--- config.mk ---
export PLATFORM = sky130hd
export DESIGN_NAME = scan_register
export DESIGN_NICKNAME = d
export VERILOG_FILES = /design/src/rtl/scan_register_pkg.sv /design/src/rtl/scan_register_mode_dec.sv /design/src/rtl/scan_register_cell.sv /design/src/rtl/scan_register.sv
export SDC_FILE = /design/constraint.sdc
export NUM_CORES = 1
export LEC_CHECK = 0
export BUFFER_PORTS_ARGS = -buffer_cell sky130_fd_sc_hd__buf_2
export CELL_PAD_IN_SITES_DETAIL_PLACEMENT = 1
export CELL_PAD_IN_SITES_GLOBAL_PLACEMENT = 1
export CORE_MARGIN = 10
export CORE_UTILIZATION = 33
export DETAILED_ROUTE_END_ITERATION = 16
export GPL_ROUTABILITY_DRIVEN = 0
export GPL_TIMING_DRIVEN = 1
export PLACE_DENSITY_LB_ADDON = 0.08
export SLEW_MARGIN = 20
export SYNTH_ARGS = -nofsm -noshare
export SYNTH_HDL_FRONTEND = slang
export SYNTH_SLANG_ARGS = --single-unit
--- constraint.sdc ---
create_clock -name clk -period 1.6 [get_ports clk]
set_input_delay 0.32 -clock clk [delete_from_list [all_inputs] [get_ports clk]]
set_output_delay 0.32 -clock clk [all_outputs]
set_load 0.05 [all_outputs]
--- src/rtl/scan_register_pkg.sv ---
// Package: shared mode type for the scan register.
// Assumes: exactly three operating modes; encoding carries no meaning outside the block.
package scan_register_pkg;

    typedef enum logic [1:0] {
        MODE_HOLD  = 2'd0,
        MODE_LOAD  = 2'd1,
        MODE_SHIFT = 2'd2
    } sr_mode_e;

endpackage

--- src/rtl/scan_register_mode_dec.sv ---
// Module: scan_register_mode_dec
// Does: turns the two control lines into one mode, shift taking priority.
// Assumes: controls are stable around the clock edge (synchronous to clk).
module scan_register_mode_dec
    import scan_register_pkg::*;
(
    input  logic     shift_en,
    input  logic     load_en,
    output sr_mode_e mode
);

    // Priority decode: shift first, then load versus hold.
    always_comb begin
        if (shift_en) begin
            mode = MODE_SHIFT;
        end else if (load_en) begin
            mode = MODE_LOAD;
        end else begin
            mode = MODE_HOLD;
        end
    end

endmodule

--- src/rtl/scan_register_cell.sv ---
// Module: scan_register_cell
// Does: one stored bit that can hold, take its parallel bit, or take its serial neighbour.
// Assumes: mclr is asynchronous and active high; everything else is sampled on clk rising.
module scan_register_cell
    import scan_register_pkg::*;
(
    input  logic     clk,
    input  logic     mclr,
    input  sr_mode_e mode,
    input  logic     par_bit,
    input  logic     ser_bit,
    output logic     q_bit
);

    logic next_bit;

    // Choose the value the bit takes at the next edge.
    always_comb begin
        case (mode)
            MODE_LOAD:  next_bit = par_bit;
            MODE_SHIFT: next_bit = ser_bit;
            default:    next_bit = q_bit;
        endcase
    end

    // Storage with immediate clear.
    always_ff @(posedge clk or posedge mclr) begin
        if (mclr) begin
            q_bit <= 1'b0;
        end else begin
            q_bit <= next_bit;
        end
    end

endmodule

--- src/rtl/scan_register.sv ---
// Module: scan_register
// Does: WIDTH-bit register with parallel load, hold and upward serial shift; shift overrides load.
// Assumes: WIDTH >= 2; scan_in enters bit 0, q[WIDTH-1] is the scan output.
module scan_register
    import scan_register_pkg::*;
#(
    parameter int WIDTH = 8
) (
    input  logic             clk,
    input  logic             mclr,
    input  logic             shift_en,
    input  logic             load_en,
    input  logic [WIDTH-1:0] par_d,
    input  logic             scan_in,
    output logic [WIDTH-1:0] q
);

    localparam int MSB = WIDTH - 1;

    sr_mode_e         mode;
    logic [WIDTH-1:0] ser_chain;

    // One shared mode decode for all bits.
    scan_register_mode_dec u_dec (
        .shift_en (shift_en),
        .load_en  (load_en),
        .mode     (mode)
    );

    // Serial feed: bit 0 from scan_in, every other bit from the bit below.
    assign ser_chain[0] = scan_in;
    for (genvar gi = 1; gi <= MSB; gi++) begin : g_chain
        assign ser_chain[gi] = q[gi-1];
    end

    // One storage cell per bit.
    for (genvar gb = 0; gb <= MSB; gb++) begin : g_bit
        scan_register_cell u_cell (
            .clk     (clk),
            .mclr    (mclr),
            .mode    (mode),
            .par_bit (par_d[gb]),
            .ser_bit (ser_chain[gb]),
            .q_bit   (q[gb])
        );
    end

endmodule

==> impl_metrics.json <==
{
  "status": "completed",
  "syn_avg_cell_area_um2": 10.2,
  "clock_skew_ns": 0.000945,
  "final_util": 0.391,
  "antenna_found_initial": 0,
  "largest_reg_flops": 8,
  "root_buffer": "clkbuf_4",
  "path_delay_family": "flip-flops",
  "num_antenna_cells": 0,
  "dp_hpwl_um": 818,
  "first_global_vias": 397,
  "synth.distinct_cells": 7,
  "slew_violations": 0,
  "synth.cell_area_um2": 437,
  "post-route-period-util": 0.751,
  "synthMuxAreaShare": 0.183,
  "die_y_um": 56.4,
  "synth_top_family_by_area": "buffers and inverters",
  "synth_fa_ha_area_frac": 0,
  "powerDensity_nw_per_um2": 1160,
  "grt_pass1_wl_um": 1700,
  "place.port_buffers": 20,
  "synth-xor-area-share": 0,
  "hold_buffers": 0,
  "fin_ws_ns": 0.398,
  "htree_levels": 1,
  "ys_ff_latch": 8,
  "finalNonFillerCells": 71,
  "hold_violations": 0,
  "synth_nets": 56,
  "cp.required_ns": 1.28,
  "synth_compound_area_frac": 0.0917,
  "path_clk_slew_ns": 0.06,
  "rows": 13,
  "drcViolationCount": 0,
  "max_freq_ghz": 0.832,
  "clockBufferDepth": 2,
  "drive_above_1_share": 0.411,
  "vias": 326,
  "grt_max_degree": 17,
  "placed_area_um2": 473,
  "path_cells": "buf_2",
  "cts.sinks": 8,
  "avgRoutedWirePerCell_um": 13.8,
  "critPathArrivalTime_ns": 0.88,
  "die-area_um2": 3180,
  "slowest_stage": "dfrtp_1",
  "yosysWarnings": 0,
  "holdWs_ns": 0.0106,
  "dp_slack_ns": 0.586,
  "worstSetupStartpointType": "register",
  "ys_seq_area_frac": 0.458,
  "cts_made_buffers": 3,
  "worstSkewPairLatency_ns": 0.25,
  "cp-end-kind": "output pin",
  "cts_tree": "yes",
  "leakage_nw": 0.272,
  "area_growth_pct": 13.5,
  "worstMarginPinSlew_ns": 0.314,
  "path_buf_inv": 1,
  "dr.pass1.iters": 3,
  "finalPower_uw": 576,
  "postSynthCellCount": 43,
  "drtIter0Drc": 1,
  "vdd_drop_max_mv": 0.560,
  "totalWireLength_um": 982,
  "postCtsSetupBuffers": 0,
  "reg_top3": "g_bit.u_cell.q_bit (8)",
  "overflow": 0,
  "path_max_fanout": 3,
  "slowest_delay_ns": 0.36,
  "critPathKind": "register to output pin",
  "initial_core_util": 0.344,
  "max-slew-margin-rel": 0.791,
  "worstHoldPathType": "input port to async pin",
  "setup_tns_ns": 0,
  "ant_nets": 0,
  "synth-simple-area-share": 0.0688,
  "cts_resized": 0,
  "die_w_um": 56.4,
  "nets": 71,
  "maxCapViolations": 0,
  "top_register": "g_bit.u_cell.q_bit",
  "grt.total_usage": 0.0663,
  "setup_violations": 0,
  "ioPinCount": 21,
  "post_drt_via_cell_ratio": 4.59,
  "coreArea_um2": 1270,
  "rsz0062_at_grt": "false",
  "fin_area_um2": 495,
  "min_period_ns": 1.20,
  "place_inst": 68
}
## kinds of logic after synthesis
kind of cell    Yosys count
buf+inv                  11
compound gates            8
mux                       8
flops                     8
simple gates              8
## report_power, final
group	internal, mW	leakage [nW]	switching, mW
Clock	0.0857	0.0138	0.0667
Combinational	0.0482	0.160	0.132
Sequential	0.227	0.0987	0.0166
## worst paths after layout
| path | startpoint | end | slack [ns] | cells after the start |
|---|---|---|---|---|
| worst min-delay path | mclr | g_bit[6].u_cell.q_bit | 0.01 | 2 |
| min in group clk | scan_in | g_bit[0].u_cell.q_bit | 0.29 | 3 |
| worst max register to register | g_bit[6].u_cell.q_bit | g_bit[6].u_cell.q_bit | 0.87 | 2 |
| worst max-delay path | g_bit[1].u_cell.q_bit | q[1] | 0.40 | 1 |
| worst min register to register | g_bit[0].u_cell.q_bit | g_bit[1].u_cell.q_bit | 0.51 | 2 |
| max in group asynchronous | mclr | g_bit[2].u_cell.q_bit | 1.35 | 2 |
## cell type report
| type | instances | area (um2) |
|---|---|---|
| tap | 15 | 18.8 |
| fill | 164 | 773 |
| sequential | 8 | 200 |
| timing repair buffer | 20 | 100 |
| multi-input combinational | 24 | 150 |
| inverter | 1 | 3.75 |
| clock buffer | 3 | 22.5 |
## cell usage after synthesis, drive strengths merged
library cell  instances  area [um2]
nand2                 8        30.0
inv                   1        3.75
o21ai                 8        40.0
dfrtp                 8         200
buf                  10        82.6
mux2i                 8        80.1
## worst reg2reg max path, cell delays in order, from the launching register on
cell and delay, ns:
dfrtp_1 0.39, mux2i_1 0.15, o21ai_1 0.08
## cells in the final DEF (no fill, tap or decap)
cell / instances
buf_2: 20
nand2_1: 8
o21ai_1: 8
dfrtp_1: 8
mux2i_1: 8
clkbuf_4: 3
inv_1: 1
## layer usage
metal,vias up,GRT usage,part of all wire
li1,163,-,-
met4,0,0.0412,0.012
met1,147,0.0679,0.47
met5,-,0,0
met2,14,0.105,0.43
met3,2,0.0337,0.091
Note: power is estimated with default switching activity, not from simulation.
